### src/rtl/cfgbank_pkg.sv
package cfgbank_pkg;

   // Kind of register an address resolves to
   typedef enum logic [2:0] {
      SEL_DATA     = 3'd0,
      SEL_LOCK     = 3'd1,
      SEL_KICK_A   = 3'd2,
      SEL_KICK_B   = 3'd3,
      SEL_KICK_CFG = 3'd4,
      SEL_STATUS   = 3'd5,
      SEL_NONE     = 3'd6
   } reg_sel_e;

   // Number of addresses that follow the guarded words and their locks
   localparam int unsigned TAIL_REGS = 4;

endpackage

### src/rtl/cfgbank_lock_win.sv
// One lock register with its self-closing write window.
module cfgbank_lock_win #(
   parameter int unsigned          DATA_W = 32,
   parameter logic [DATA_W-1:0]    KEY    = '1,
   parameter int unsigned          WINDOW = 4
) (
   input  logic              clk,
   input  logic              rst_n,
   input  logic              key_wr,
   input  logic [DATA_W-1:0] key_data,
   output logic              open_o
);
   localparam int unsigned CNT_W = $clog2(WINDOW + 1);

   if (WINDOW < 1) begin : g_bad_window
      $error("cfgbank_lock_win: WINDOW must be at least 1");
   end
   if (KEY == '0) begin : g_bad_key
      $error("cfgbank_lock_win: KEY of zero cannot be told from a relock");
   end

   logic [CNT_W-1:0] cnt_q;

   always_ff @(posedge clk or negedge rst_n) begin
      if (!rst_n) begin
         cnt_q <= '0;
      end else if (key_wr) begin
         cnt_q <= (key_data == KEY) ? CNT_W'(WINDOW) : '0;
      end else if (cnt_q != '0) begin
         cnt_q <= cnt_q - CNT_W'(1);
      end
   end

   assign open_o = (cnt_q != '0);

   // matching key opens the window on the next cycle
   p_key_opens_r1: assert property (@(posedge clk) disable iff (!rst_n)
      (key_wr && key_data == KEY) |=> open_o);

   // R4 (and R3, zero is never the key): a wrong key leaves it closed
   p_bad_key_closes_r4: assert property (@(posedge clk) disable iff (!rst_n)
      (key_wr && key_data != KEY) |=> !open_o);

   // a closed window never opens without a key write
   p_stay_closed_r2: assert property (@(posedge clk) disable iff (!rst_n)
      (!open_o && !key_wr) |=> !open_o);

endmodule

### src/rtl/cfgbank_kick.sv
// Pair of global key registers; unlocked while both hold their keys.
module cfgbank_kick #(
   parameter int unsigned       DATA_W = 32,
   parameter logic [DATA_W-1:0] KEY_A  = '1,
   parameter logic [DATA_W-1:0] KEY_B  = '1
) (
   input  logic              clk,
   input  logic              rst_n,
   input  logic              wr_a,
   input  logic              wr_b,
   input  logic [DATA_W-1:0] wdata,
   output logic              hold_a_o,
   output logic              hold_b_o,
   output logic              unlocked_o
);
   if (KEY_A == '0 || KEY_B == '0) begin : g_bad_keys
      $error("cfgbank_kick: global keys must be nonzero");
   end

   logic [DATA_W-1:0] a_q, b_q;

   always_ff @(posedge clk or negedge rst_n) begin
      if (!rst_n) begin
         a_q <= '0;
         b_q <= '0;
      end else begin
         if (wr_a) a_q <= wdata;
         if (wr_b) b_q <= wdata;
      end
   end

   assign hold_a_o   = (a_q == KEY_A);
   assign hold_b_o   = (b_q == KEY_B);
   assign unlocked_o = hold_a_o && hold_b_o;

   // unlock state moves only on a key register write
   p_kick_quiet_r6: assert property (@(posedge clk) disable iff (!rst_n)
      !(wr_a || wr_b) |=> $stable(unlocked_o));

   // zero to either key register relocks
   p_kick_zero_r6: assert property (@(posedge clk) disable iff (!rst_n)
      ((wr_a || wr_b) && wdata == '0) |=> !unlocked_o);

endmodule

### src/rtl/cfgbank_wo_reg.sv
// Config word whose masked bits are enable-only (set, never cleared).
module cfgbank_wo_reg #(
   parameter int unsigned       DATA_W  = 32,
   parameter logic [DATA_W-1:0] WO_MASK = '0
) (
   input  logic              clk,
   input  logic              rst_n,
   input  logic              we,
   input  logic [DATA_W-1:0] wdata,
   output logic [DATA_W-1:0] q
);
   logic [DATA_W-1:0] nxt;

   for (genvar b = 0; b < DATA_W; b++) begin : g_bit
      if (WO_MASK[b]) begin : g_sticky
         assign nxt[b] = q[b] | wdata[b];
      end else begin : g_plain
         assign nxt[b] = wdata[b];
      end
   end

   always_ff @(posedge clk or negedge rst_n) begin
      if (!rst_n)  q <= '0;
      else if (we) q <= nxt;
   end

   // no enable-only bit ever falls
   p_wo_sticky_r7: assert property (@(posedge clk) disable iff (!rst_n)
      rst_n |=> (($past(q) & WO_MASK) & ~q) == '0);

   // without a write strobe the word holds
   p_wo_hold_r8: assert property (@(posedge clk) disable iff (!rst_n)
      !we |=> $stable(q));

endmodule

### src/rtl/keyed_cfg_bank.sv
module keyed_cfg_bank
   import cfgbank_pkg::*;
#(
   parameter int unsigned                     DATA_W       = 32,
   parameter int unsigned                     ADDR_W       = 4,
   parameter int unsigned                     NUM_GUARDED  = 4,
   parameter int unsigned                     WINDOW       = 4,
   parameter logic [NUM_GUARDED*DATA_W-1:0]   LOCK_KEYS    =
      {32'hA5A5_0013, 32'hA5A5_0012, 32'hA5A5_0011, 32'hA5A5_0010},
   parameter logic [DATA_W-1:0]               GUARD_WO_MASK = '0,
   parameter logic [DATA_W-1:0]               KICK_KEY_A   = 32'h83E7_0B13,
   parameter logic [DATA_W-1:0]               KICK_KEY_B   = 32'h95A4_F1E0,
   parameter logic [DATA_W-1:0]               KICK_WO_MASK = 32'h0000_00FF
) (
   input  logic                          clk,
   input  logic                          rst_n,
   input  logic                          bus_we,
   input  logic [ADDR_W-1:0]             bus_addr,
   input  logic [DATA_W-1:0]             bus_wdata,
   output logic [DATA_W-1:0]             bus_rdata,
   output logic [NUM_GUARDED*DATA_W-1:0] cfg_vec_o,
   output logic [DATA_W-1:0]             kick_cfg_o
);
   localparam int unsigned IDX_W   = (NUM_GUARDED > 1) ? $clog2(NUM_GUARDED) : 1;
   localparam int unsigned VIOL_W  = NUM_GUARDED + 1;
   localparam int unsigned N_ADDRS = 2 * NUM_GUARDED + TAIL_REGS;

   localparam logic [ADDR_W-1:0] A_LOCK0  = ADDR_W'(NUM_GUARDED);
   localparam logic [ADDR_W-1:0] A_KICK_A = ADDR_W'(2 * NUM_GUARDED);
   localparam logic [ADDR_W-1:0] A_KICK_B = ADDR_W'(2 * NUM_GUARDED + 1);
   localparam logic [ADDR_W-1:0] A_KCFG   = ADDR_W'(2 * NUM_GUARDED + 2);
   localparam logic [ADDR_W-1:0] A_STAT   = ADDR_W'(2 * NUM_GUARDED + 3);

   // Elaboration-time parameter checks
   if (NUM_GUARDED < 1 || NUM_GUARDED > 8) begin : g_bad_count
      $error("keyed_cfg_bank: NUM_GUARDED must be 1..8");
   end
   if (N_ADDRS > (1 << ADDR_W)) begin : g_bad_addr
      $error("keyed_cfg_bank: ADDR_W too narrow for the register map");
   end
   if (VIOL_W > DATA_W) begin : g_bad_viol
      $error("keyed_cfg_bank: violation word wider than the data bus");
   end

   // ---------------- address decode ----------------
   reg_sel_e         sel;
   logic [IDX_W-1:0] idx;

   always_comb begin
      sel = SEL_NONE;
      idx = '0;
      if (bus_addr < A_LOCK0) begin
         sel = SEL_DATA;
         idx = IDX_W'(bus_addr);
      end else if (bus_addr < A_KICK_A) begin
         sel = SEL_LOCK;
         idx = IDX_W'(bus_addr - A_LOCK0);
      end else if (bus_addr == A_KICK_A) begin
         sel = SEL_KICK_A;
      end else if (bus_addr == A_KICK_B) begin
         sel = SEL_KICK_B;
      end else if (bus_addr == A_KCFG) begin
         sel = SEL_KICK_CFG;
      end else if (bus_addr == A_STAT) begin
         sel = SEL_STATUS;
      end
   end

   // ---------------- guarded words with single locks ----------------
   logic [DATA_W-1:0]      data_q [NUM_GUARDED];
   logic [NUM_GUARDED-1:0] open_v;
   logic [VIOL_W-1:0]      viol_set;

   for (genvar i = 0; i < NUM_GUARDED; i++) begin : g_guard
      logic key_wr;
      logic data_wr;

      assign key_wr  = bus_we && (sel == SEL_LOCK) && (idx == IDX_W'(i));
      assign data_wr = bus_we && (sel == SEL_DATA) && (idx == IDX_W'(i));

      cfgbank_lock_win #(
         .DATA_W (DATA_W),
         .KEY    (LOCK_KEYS[i*DATA_W +: DATA_W]),
         .WINDOW (WINDOW)
      ) u_lock (
         .clk      (clk),
         .rst_n    (rst_n),
         .key_wr   (key_wr),
         .key_data (bus_wdata),
         .open_o   (open_v[i])
      );

      cfgbank_wo_reg #(
         .DATA_W  (DATA_W),
         .WO_MASK (GUARD_WO_MASK)
      ) u_word (
         .clk   (clk),
         .rst_n (rst_n),
         .we    (data_wr && open_v[i]),
         .wdata (bus_wdata),
         .q     (data_q[i])
      );

      assign viol_set[i] = data_wr && !open_v[i];
      assign cfg_vec_o[i*DATA_W +: DATA_W] = data_q[i];

      // a write to a locked word changes nothing
      p_drop_locked_r8: assert property (@(posedge clk) disable iff (!rst_n)
         (data_wr && !open_v[i]) |=> $stable(data_q[i]));

      // an open window lets the write land (plain bits)
      p_accept_open_r1: assert property (@(posedge clk) disable iff (!rst_n)
         (data_wr && open_v[i]) |=>
            ((data_q[i] & ~GUARD_WO_MASK) == ($past(bus_wdata) & ~GUARD_WO_MASK)));
   end

   // ---------------- dual-key protected word ----------------
   logic hold_a, hold_b, kick_open;
   logic kcfg_wr;

   cfgbank_kick #(
      .DATA_W (DATA_W),
      .KEY_A  (KICK_KEY_A),
      .KEY_B  (KICK_KEY_B)
   ) u_kick (
      .clk        (clk),
      .rst_n      (rst_n),
      .wr_a       (bus_we && sel == SEL_KICK_A),
      .wr_b       (bus_we && sel == SEL_KICK_B),
      .wdata      (bus_wdata),
      .hold_a_o   (hold_a),
      .hold_b_o   (hold_b),
      .unlocked_o (kick_open)
   );

   assign kcfg_wr = bus_we && (sel == SEL_KICK_CFG);

   cfgbank_wo_reg #(
      .DATA_W  (DATA_W),
      .WO_MASK (KICK_WO_MASK)
   ) u_kcfg (
      .clk   (clk),
      .rst_n (rst_n),
      .we    (kcfg_wr && kick_open),
      .wdata (bus_wdata),
      .q     (kick_cfg_o)
   );

   assign viol_set[NUM_GUARDED] = kcfg_wr && !kick_open;

   // dual-key word holds while either key is missing
   p_kick_guard_r6: assert property (@(posedge clk) disable iff (!rst_n)
      (kcfg_wr && !kick_open) |=> $stable(kick_cfg_o));

   // ---------------- sticky violation word ----------------
   logic [VIOL_W-1:0] viol_q;

   always_ff @(posedge clk or negedge rst_n) begin
      if (!rst_n) viol_q <= '0;
      else        viol_q <= viol_q | viol_set;
   end

   // violation bits never clear outside reset
   p_viol_sticky_r8: assert property (@(posedge clk) disable iff (!rst_n)
      rst_n |=> ($past(viol_q) & ~viol_q) == '0);

   // ---------------- read path ----------------
   always_comb begin
      unique case (sel)
         SEL_DATA:     bus_rdata = data_q[idx];
         SEL_LOCK:     bus_rdata = DATA_W'(open_v[idx]);
         SEL_KICK_A:   bus_rdata = DATA_W'(hold_a);
         SEL_KICK_B:   bus_rdata = DATA_W'(hold_b);
         SEL_KICK_CFG: bus_rdata = kick_cfg_o;
         SEL_STATUS:   bus_rdata = DATA_W'(viol_q);
         default:      bus_rdata = '0;
      endcase
   end

endmodule

### config.mk
export PLATFORM = sky130hd
export DESIGN_NAME = keyed_cfg_bank
export DESIGN_NICKNAME = d
export VERILOG_FILES = /design/src/rtl/cfgbank_pkg.sv /design/src/rtl/cfgbank_lock_win.sv /design/src/rtl/cfgbank_kick.sv /design/src/rtl/cfgbank_wo_reg.sv /design/src/rtl/keyed_cfg_bank.sv
export SDC_FILE = /design/constraint.sdc
export NUM_CORES = 1
export LEC_CHECK = 0
export BUFFER_PORTS_ARGS = -buffer_cell sky130_fd_sc_hd__buf_2
export CAP_MARGIN = 25
export CORE_MARGIN = 3
export CORE_UTILIZATION = 55
export DETAILED_ROUTE_END_ITERATION = 16
export PLACE_DENSITY = 0.81
export REMOVE_ABC_BUFFERS = 1
export SYNTH_ARGS = -nofsm -noshare
export SYNTH_HDL_FRONTEND = slang
export SYNTH_SLANG_ARGS = --single-unit
### constraint.sdc
create_clock -name clk -period 3.3 [get_ports clk]
set_input_delay 0.165 -clock clk [delete_from_list [all_inputs] [get_ports clk]]
set_output_delay 0.165 -clock clk [all_outputs]
set_load 0.005 [all_outputs]
==> results.txt, run 1 <==
status: finished clean
Static Leakage: 0.00646 µW
largest net degree at the start of global routing: 106
Worst Path Required: 3.69 ns
GR Util All Layers: 0.253
share of cells above drive strength 1: 0.509
predominant post-synthesis flop cell: dfrtp_1
1st-pass router iterations: 5
CP Capture Type: register
area of the multi-input gates: 4360 µm²
Finish-stage setup viols: 0
final clock skew: 0.0102 ns
Setup crit end: u_kcfg.q[31]
TNS Setup: 0 ns
worst r2r src: u_kick.a_q[26]
sequential area share after synthesis: 0.570
root buffer cell: clkbuf_16
Die Footprint: 20900 µm²
Max Root-Sink Buffers: 3
via count: 7555
R2R depth: 6
Inst Count DP: 1229
Tcrit/Tclk final: 0.851
clk_lat worst skew: 0.51 ns
fin crit period: 2.81 ns
Post-DRT Antenna Nets: 0
warnings from Yosys: 0
TritonCTS buffer count: 25
total global routing overflow: 0
Slew @ Worst Pin: 0.806 ns
Setup crit start kind: register
CP Class: reg2reg
flop-to-flop setup slack: 0.49 ns
fill count: 1367
Die Span Y: 145 µm
CTS resizes: 0
Port Buffers: 230
area delta synth->final: 23.1%
clk slew on worst S/H paths: 0.06 ns
routed wire length per instance: 21.0 µm
Post-Synthesis Cells: 769
RSZ-0062 raised after global routing: no
reg-to-reg endpoint: u_kcfg.q[31]
I/O Pins: 231
global-route wire length before repair: 41.9 mm
initial antenna violation count: 0
Fmax: 356 MHz
vias per cell: 5.89
RePlAce Congestion: 0.805
post-synth cell types: 45
Post-Syn Area: 10600 µm²
Post-CTS Setup Repair Bufs: 0
Critical Path AT: 3.20 ns
peak supply drop: 405 µV
number of synthesized flops with an enable pin: 0
post-route DRC violation count: 0
Post-synth ARST share: 1.00
#FFs+latches synth: 241
clk sink count: 241
PD cells: 725 nW/µm²
Hold Path Class: in2reg
fin util: 0.692
nets: 1052
drt initial violations: 455
Final Hold Viols: 0
fin. max-slew vios: 0
Rel. slew slack: 0.462
FF/Latch Area: 6030 µm²
CTS tree: yes
Post-Layout Cell Count: 1282
Std-Cell Rows: 50
Starting Density: 0.562
vias in the first global route: 7637
htree depth: 1
Max Cap Violations: 0
WL final: 27.0 mm
Final HPWL DP: 17.8 mm
die width: 145 µm
ANT cells: 0
core region area: 18800 µm²
Worst setup startpoint: u_kick.a_q[26]
Worst Path Max Fanout: 19
syn_area_per_cell: 13.8 µm²
==> placed cells by master, fill, tap and decap left out, types with 4 or more instances in the layout <==
cell type / instances
a211oi_1: 5
a21o_1: 9
a221oi_1: 31
a22o_1: 30
a22oi_1: 5
buf_2: 229
buf_4: 14
clkbuf_16: 25
clkbuf_8: 10
dfrtp_1: 241
dlygate4sd3_1: 8
ha_1: 8
inv_1: 8
mux2_2: 194
mux2_4: 20
mux2i_1: 4
nand2_1: 33
nand2b_1: 6
nand3_2: 4
nand4_1: 6
nand4b_1: 5
nor2_1: 22
nor4b_1: 8
nor4bb_1: 10
o21ai_0: 35
xnor2_1: 4
==> sequential cells by signal (all words and copies together) (netlist names) <==
name / count
u_kick.b_q: 32
g_guard.u_lock.cnt_q: 12
u_kcfg.q: 32
u_kick.a_q: 32
viol_q: 5
g_guard.u_word.q: 128
==> per-stage QoR <==
stage                     hold WS (ns)  setup WS [ns]  power, µW  cell area, µm²
final                          0.00977          0.493       9450           13000
after global routing            0.0122          0.407       9970           13000
after CTS                      0.00171          0.489       9510           13000
after detailed placement         0.273          0.498       6590           12100
after global placement           0.273          0.543       6470           12000
after floorplan                 -0.131         -0.886       5520           10400
==> power breakdown <==
part / internal (µW) / switching [µW] / total [µW]
Clock: 1760 / 1120 / 2890
Combinational: 1290 / 943 / 2230
Sequential: 3770 / 563 / 4330
Total: 6820 / 2630 / 9450
==> layer usage <==
metal | track usage | share of wire | vias to the layer above
met5 | 0 | 0 | -
met4 | 0.0623 | 0.017 | 0
met3 | 0.0411 | 0.066 | 43
met2 | 0.416 | 0.49 | 281
met1 | 0.356 | 0.43 | 3891
li1 | - | - | 3340
==> worst max-delay path, stage by stage, from the launching register on <==
cell     delay [ns]
dfrtp_1        0.37
or4_1          0.52
or4_4          0.55
nor4_2         0.31
and3_2         0.23
buf_4          0.34
mux2_2         0.37
==> layout make-up <==
type | instances | area share
flip-flops and latches | 241 | 0.463
repair buffers | 255 | 0.109
multi-input cells | 474 | 0.335
clock buffers | 38 | 0.0595
well taps | 260 | 0.0250
inverters | 8 | 0.00231
clock inverters | 6 | 0.00634
==> worst min path at each step <==
stage	startpoint	slack, ns	cells after the start	to
floorplan	rst_n	-0.13	0	g_guard[0].u_lock.cnt_q[0]
CTS	bus_wdata[27]	0.002	2	u_kcfg.q[27]
global placement	rst_n	0.27	1	g_guard[2].u_word.q[25]
global route	bus_wdata[2]	0.01	2	u_kcfg.q[2]
detailed placement	rst_n	0.27	1	g_guard[3].u_word.q[24]
finish	bus_wdata[20]	0.01	2	u_kcfg.q[20]
==> cells in the mapped netlist, types with 6 or more instances <==
cell type,number,area share
a21o_1,9,0.0064
a221oi_1,31,0.026
a22o_1,30,0.025
buf_1,6,0.0021
clkbuf_1,36,0.013
dfrtp_1,241,0.57
ha_1,8,0.0095
inv_1,8,0.0028
mux2_2,194,0.21
mux2_4,20,0.028
nand2_1,33,0.012
nand2b_1,6,0.0035
nand4_1,6,0.0035
nor2_1,25,0.0089
nor4b_1,8,0.0066
nor4bb_1,10,0.0095
o21ai_0,35,0.017
==> cell families (layout without fill, tap and decap cells) <==
family,Yosys count,after routing,share of synthesized area
xor gates and xnor gates,4,4,0.00331
DFF,241,241,0.570
AOI/OAI and AO/OA,124,124,0.0870
muxes,221,221,0.243
buffers and inverters,54,307,0.0236
adders and majority gates,8,8,0.00946
and+or+nand+nor,117,117,0.0640
==> timing repair <==
item,4_1_cts,5_1_grt
hold endpoints to repair,115,0
endpoints found under the setup margin,0,0
hold buffers,8,0
No activity file was read; power rests on OpenSTA's default activity.
==> inputs of run 2 (changes only) <==
Settings changed: CORE_MARGIN 3 to not set, RECOVER_POWER set to 25.
==> results.txt, run 2 (synthesis gave the netlist of run 1 again) <==
status: finished clean
CP Class: reg2out
max reg flops: 128 (unchanged)
area delta synth->final: 24.3%
CTS resizes: 0 (unchanged)
fill count: 1330 (-2.7%)
commonest cells after routing, fill and taps aside: 241 x dfrtp_1, 214 x buf_2, 194 x mux2_2
Static Leakage: 0.00650 µW (+0.50%)
post-route DRC violation count: 0 (unchanged)
Die Span Y: 141 µm (-2.8%)
share of cells above drive strength 1: 0.492 (-0.0170)
Final HPWL DP: 17.9 mm (+0.36%)
Clk pwr share: 0.318 (+0.012)
Std-Cell Rows: 50 (unchanged)
clk sink count: 241 (unchanged)
Inst Count DP: 1208 (-1.7%)
fin. max-slew vios: 0 (unchanged)
post-route design area: 13200 µm² (+1.0%)
critical path's largest stage delay: 0.54 ns (about the same)
PD cells: 732 nW/µm² (+0.98%)
vias per cell: 6.02 (+2.1%)
nets: 1066 (+1.3%)
clk_lat worst skew: 0.52 ns (about the same)
Rel. slew slack: 0.359 (-0.104)
fin util: 0.701 (+0.00937)
final clock skew: 0.0110 ns (+0.000736 ns)
core region area: 18800 µm² (-0.33%)
Starting Density: 0.564 (+0.00187)
Die Footprint: 19800 µm² (-5.5%)
initial antenna violation count: 0 (unchanged)
routed wire length per instance: 21.6 µm (+2.7%)
GR Util All Layers: 0.281 (+0.0288)
Post-Layout Cell Count: 1273 (-0.70%)
via count: 7660 (+1.4%)
commonest non-fill, non-tap cell in the layout: dfrtp_1
vias in the first global route: 7753 (+1.5%)
1st-pass router iterations: 5 (unchanged)
Int Power: 6960 µW (+2.0%)
Max Cap Violations: 0 (unchanged)
share of power burned in registers: 0.450 (-0.008)
Fmax: 344 MHz (-3.5%)
ANT cells: 0 (unchanged)
total global routing overflow: 0 (unchanged)
Switching Power: 2680 µW (+2.0%)
CP Cell Sequence: or4_1 > or4_4 > nor4b_1 > nand3b_1 > buf_2
Critical Path AT: 2.74 ns (-0.46 ns)
FF/Latch Area: 6030 µm² (unchanged)
fin crit period: 2.91 ns (+0.102 ns)
area of placed instances: 12100 µm² (+0.21%)
die width: 141 µm (-2.8%)
Worst Path Max Fanout: 2 (-17)
Port Buffers: 230 (unchanged)
RePlAce Congestion: 0.837 (+4.0%)
combinational power share: 0.232 (-0.004)
CTS tree: yes
Final Hold Viols: 0 (unchanged)
root buffer cell: clkbuf_16
Hold Path Class: in2reg
Max Root-Sink Buffers: 3 (unchanged)
RSZ-0062 raised after global routing: no
Slew @ Worst Pin: 0.962 ns (+0.156 ns)
I/O Pins: 231 (unchanged)
peak supply drop: 517 µV (+28%)
CP Capture Type: output pin
Reg with most FFs: g_guard.u_word.q
WL final: 27.5 mm (+2.0%)
clk slew on worst S/H paths: 0.06 ns (about the same)
TritonCTS buffer count: 26 (+4.0%)
global-route wire length before repair: 43.5 mm (+3.9%)
sw frac: 0.278 (about the same)
Post-DRT Antenna Nets: 0 (unchanged)
Setup crit start kind: register
Finish-stage setup viols: 0 (unchanged)
Post-CTS Setup Repair Bufs: 0 (unchanged)
htree depth: 1 (unchanged)
Tcrit/Tclk final: 0.882 (+0.0310)
Slowest-stage cell, CP: or4_4
Worst Path Required: 3.13 ns (-0.56 ns)
largest net degree at the start of global routing: 107 (+0.94%)
area of the multi-input gates: 4360 µm² (unchanged)
drt initial violations: 532 (+17%)
## run 2: changes by cell type in the layout (fill, tap and decap cells not counted), moves of 2 or more
cell,change
clkbuf_1,+16
clkinv_2,+2
buf_2,-15
clkbuf_16,+2
dlygate4sd3_1,+9
clkbuf_8,-2
buf_4,+2
## run 2: worst paths after layout
check	start	to	slack, ns	depth (start not counted)
max	u_kick.a_q[26]	bus_rdata[0]	0.39	5
min	bus_wdata[24]	g_guard[2].u_word.q[24]	0.007	2
max reg2reg	u_kick.a_q[26]	u_kcfg.q[31]	0.50	6
min reg2reg	viol_q[1]	viol_q[1]	0.46	1
max in group asynchronous	rst_n	g_guard[3].u_word.q[4]	2.02	3
min in group asynchronous	rst_n	g_guard[2].u_word.q[13]	0.29	2
## run 2: timing repair
item / CTS / global route
setup endpoints to repair: 0 / 0
endpoints found under the hold margin: 169 / 0
hold buffers: 17 / 0
## run 2: worst max-delay path: cells and delay by family, from the launching register on
family                 cells  cell delay, ns
buffers and inverters      1            0.13
DFF                        1            0.37
and+or+nand+nor            4            1.72
## run 2: per-stage QoR
| step | worst slack [ns] | total power [µW] | TNS [ns] | hold slack [ns] |
|---|---|---|---|---|
| 2_1_floorplan | -0.886 | 5520 | -30.15 | -0.131 |
| 3_3_place_gp | 0.607 | 6450 | 0 | 0.259 |
| 3_5_place_dp | 0.565 | 6570 | 0 | 0.257 |
| 4_1_cts | 0.426 | 9680 | 0 | 0.0000285 |
| 5_1_grt | 0.365 | 10100 | 0 | 0.0106 |
| 6_report | 0.390 | 9640 | 0 | 0.00727 |
## run 2: power groups by stage
stage / Combinational, µW / Sequential (µW) / Clock (µW)
after CTS: 2260 / 4320 / 3100
after global placement: 2140 / 4320 / 0
after global routing: 2450 / 4420 / 3220
after floorplan: 1230 / 4290 / 0
final: 2240 / 4330 / 3070
after detailed placement: 2220 / 4350 / 0
## run 2: layer usage
| metal | track usage | up-vias | wire length, µm |
|---|---|---|---|
| met5 | 0 | - | 0 |
| met4 | 0.0801 | 0 | 399 |
| met3 | 0.0397 | 40 | 1620 |
| met2 | 0.469 | 287 | 13500 |
| met1 | 0.387 | 3959 | 12000 |
| li1 | - | 3374 | - |
## run 2: cell type report
cell class              count  area share
multi-input cells         474       0.332
repair buffers            268       0.115
inverters                   8     0.00228
clock inverters            10     0.00998
clock buffers              38      0.0606
flip-flops and latches    241       0.458
well taps                 234      0.0222
==> inputs of run 3 (changes only) <==
==> constraint.sdc (replaced) <==
create_clock -name clk -period 3.3 [get_ports clk]
set_input_delay 0 -clock clk [delete_from_list [all_inputs] [get_ports clk]]
set_output_delay 0 -clock clk [all_outputs]
set_load 0.005 [all_outputs]
==> results.txt, run 3 (synthesis gave the netlist of run 1 again) <==
CP Capture Type: register
share of power burned in registers: 0.453 (+0.003)
vias in the first global route: 7879 (+1.6%)
Rel. slew slack: -0.844 (-1.20)
CTS tree: yes
RePlAce Congestion: 0.806 (-3.7%)
Final HPWL DP: 17.2 mm (-4.0%)
Worst Path Max Fanout: 8 (+6)
htree depth: 1 (unchanged)
TritonCTS buffer count: 25 (-3.8%)
hold endpoint: g_guard[3].u_lock.cnt_q[0]
largest net degree at the start of global routing: 111 (+3.7%)
post-route DRC violation count: 0 (unchanged)
Int Power: 6890 µW (-0.88%)
Critical Path AT: 3.23 ns (+0.49 ns)
ANT cells: 0 (unchanged)
launch point of the worst hold path: bus_addr[1]
Die Span Y: 141 µm (unchanged)
fin. max-slew vios: 109 (+109)
reg-to-reg endpoint: u_kcfg.q[31]
Inst Count DP: 1205 (-0.25%)
drt initial violations: 466 (-12%)
CP Class: reg2reg
flop-to-flop setup slack: 0.47 ns (-0.03 ns)
Worst Path Required: 3.70 ns (+0.57 ns)
clk slew on worst S/H paths: 0.06 ns (about the same)
commonest non-fill, non-tap cell in the layout: dfrtp_1
Max Root-Sink Buffers: 3 (unchanged)
final clock skew: 0.00498 ns (-0.00597 ns)
Post-Layout Cell Count: 1287 (+1.1%)
failing checks: capacitance limit, slew limit
via count: 7631 (-0.38%)
GR Util All Layers: 0.279 (-0.00216)
die width: 141 µm (unchanged)
core region area: 18800 µm² (unchanged)
status: finished, violations left
sw frac: 0.279 (about the same)
Setup crit start kind: register
Slew @ Worst Pin: 2.77 ns (+1.80 ns)
max reg flops: 128 (unchanged)
Finish-stage setup viols: 0 (unchanged)
clk_lat worst skew: 0.51 ns (about the same)
global-route wire length before repair: 43.2 mm (-0.68%)
WL final: 27.3 mm (-0.88%)
Port Buffers: 230 (unchanged)
Static Leakage: 0.00656 µW (+1.0%)
routed wire length per instance: 21.2 µm (-2.0%)
commonest cells after routing, fill and taps aside: 241 x dfrtp_1, 220 x buf_2, 194 x mux2_2
RSZ-0062 raised after global routing: no
Tcrit/Tclk final: 0.857 (-0.0245)
PD cells: 717 nW/µm² (-2.1%)
TNS Setup: 0 ns (unchanged)
share of cells above drive strength 1: 0.490 (-0.00179)
Final Hold Viols: 0 (unchanged)
fill count: 1312 (-1.4%)
Post-DRT Antenna Nets: 0 (unchanged)
hold path cells: 4 (+2)
initial antenna violation count: 0 (unchanged)
Std-Cell Rows: 50 (unchanged)
R2R depth: 6 (unchanged)
total global routing overflow: 0 (unchanged)
1st-pass router iterations: 5 (unchanged)
Reg with most FFs: g_guard.u_word.q
combinational power share: 0.235 (+0.003)
area delta synth->final: 25.9%
Clk pwr share: 0.312 (-0.006)
nets: 1081 (+1.4%)
I/O Pins: 231 (unchanged)
vias per cell: 5.93 (-1.5%)
peak supply drop: 451 µV (-13%)
root buffer cell: clkbuf_16
worst r2r src: u_kick.a_q[26]
clk sink count: 241 (unchanged)
Fmax: 353 MHz (+2.9%)
Hold Path Class: in2reg
Max Cap Violations: 1 (+1)
Switching Power: 2660 µW (-0.76%)
fin crit period: 2.83 ns (-0.0808 ns)
Die Footprint: 19800 µm² (unchanged)
Starting Density: 0.564 (unchanged)
-- run 3: changes by cell type in the layout (fill, tap and decap cells not counted), moves of 3 or more --
cell           before  now
dlygate4sd3_1      17   34
clkbuf_1           19   12
buf_2             214  220
buf_12              1    4
clkbuf_8            8    5
clkinv_2            5    2
clkinvlp_4          1    4
-- run 3: area by class of cell --
type                    count  area (µm²)  share of cell area
flip-flops and latches    241        6030               0.452
clock buffers              33         706              0.0529
multi-input cells         474        4360               0.327
clock inverters            13         186              0.0140
inverters                   8        30.0             0.00225
well taps                 234         293              0.0220
repair buffers            284        1720               0.129
-- run 3: how the worst max path moves through the flow --
| stage | from | end | slack [ns] | depth (start not counted) |
|---|---|---|---|---|
| 3_3_place_gp | u_kick.a_q[26] | u_kcfg.q[31] | 0.53 | 6 |
| 2_1_floorplan | bus_addr[1] | g_guard[1].u_word.q[0] | -0.72 | 3 |
| 6_report | u_kick.a_q[26] | u_kcfg.q[31] | 0.47 | 6 |
| 3_5_place_dp | u_kick.a_q[26] | u_kcfg.q[31] | 0.48 | 6 |
| 5_1_grt | rst_n | g_guard[1].u_word.q[0] | 0.23 | 2 |
| 4_1_cts | u_kick.a_q[26] | u_kcfg.q[31] | 0.47 | 6 |
-- run 3: stage by stage --
stage | power (µW) | setup slack (ns) | area [µm²] | util | hold WS [ns]
floorplan | 5520 | -0.721 | 10400 | - | -0.296
global placement | 6440 | 0.529 | 12100 | 0.643 | 0.127
detailed placement | 6560 | 0.484 | 12100 | 0.643 | 0.125
CTS | 9600 | 0.472 | 13300 | 0.708 | 0.0110
global route | 10000 | 0.228 | 13300 | 0.710 | 0.101
finish | 9560 | 0.471 | 13300 | 0.710 | 0.0466
-- run 3: worst max-delay path: stages, from the launching register on --
cell     delay [ns]
dfrtp_1        0.38
or4_1          0.52
or4_4          0.54
nor4_2         0.32
and3_2         0.42
buf_4          0.22
mux2_2         0.33
-- run 3: repair_timing --
item,in CTS,in global routing
setup buffers,0,0
hold buffers,34,0
endpoints found under the hold margin,336,0
resized for setup,0,0
-- run 3: power by group through the flow --
| stage | clock [µW] | sequential [µW] | combinational [µW] |
|---|---|---|---|
| 4_1_cts | 3030 | 4310 | 2260 |
| 3_3_place_gp | 0 | 4310 | 2130 |
| 5_1_grt | 3140 | 4430 | 2480 |
| 3_5_place_dp | 0 | 4350 | 2210 |
| 2_1_floorplan | 0 | 4290 | 1230 |
| 6_report | 2990 | 4330 | 2240 |
-- run 3: routing by layer --
metal	share of wire	track usage	wire, µm	vias up
li1	-	-	-	3403
met1	0.43	0.382	11600	3905
met2	0.50	0.473	13700	282
met3	0.057	0.0387	1550	41
met4	0.017	0.0692	458	0
met5	0	0	0	-
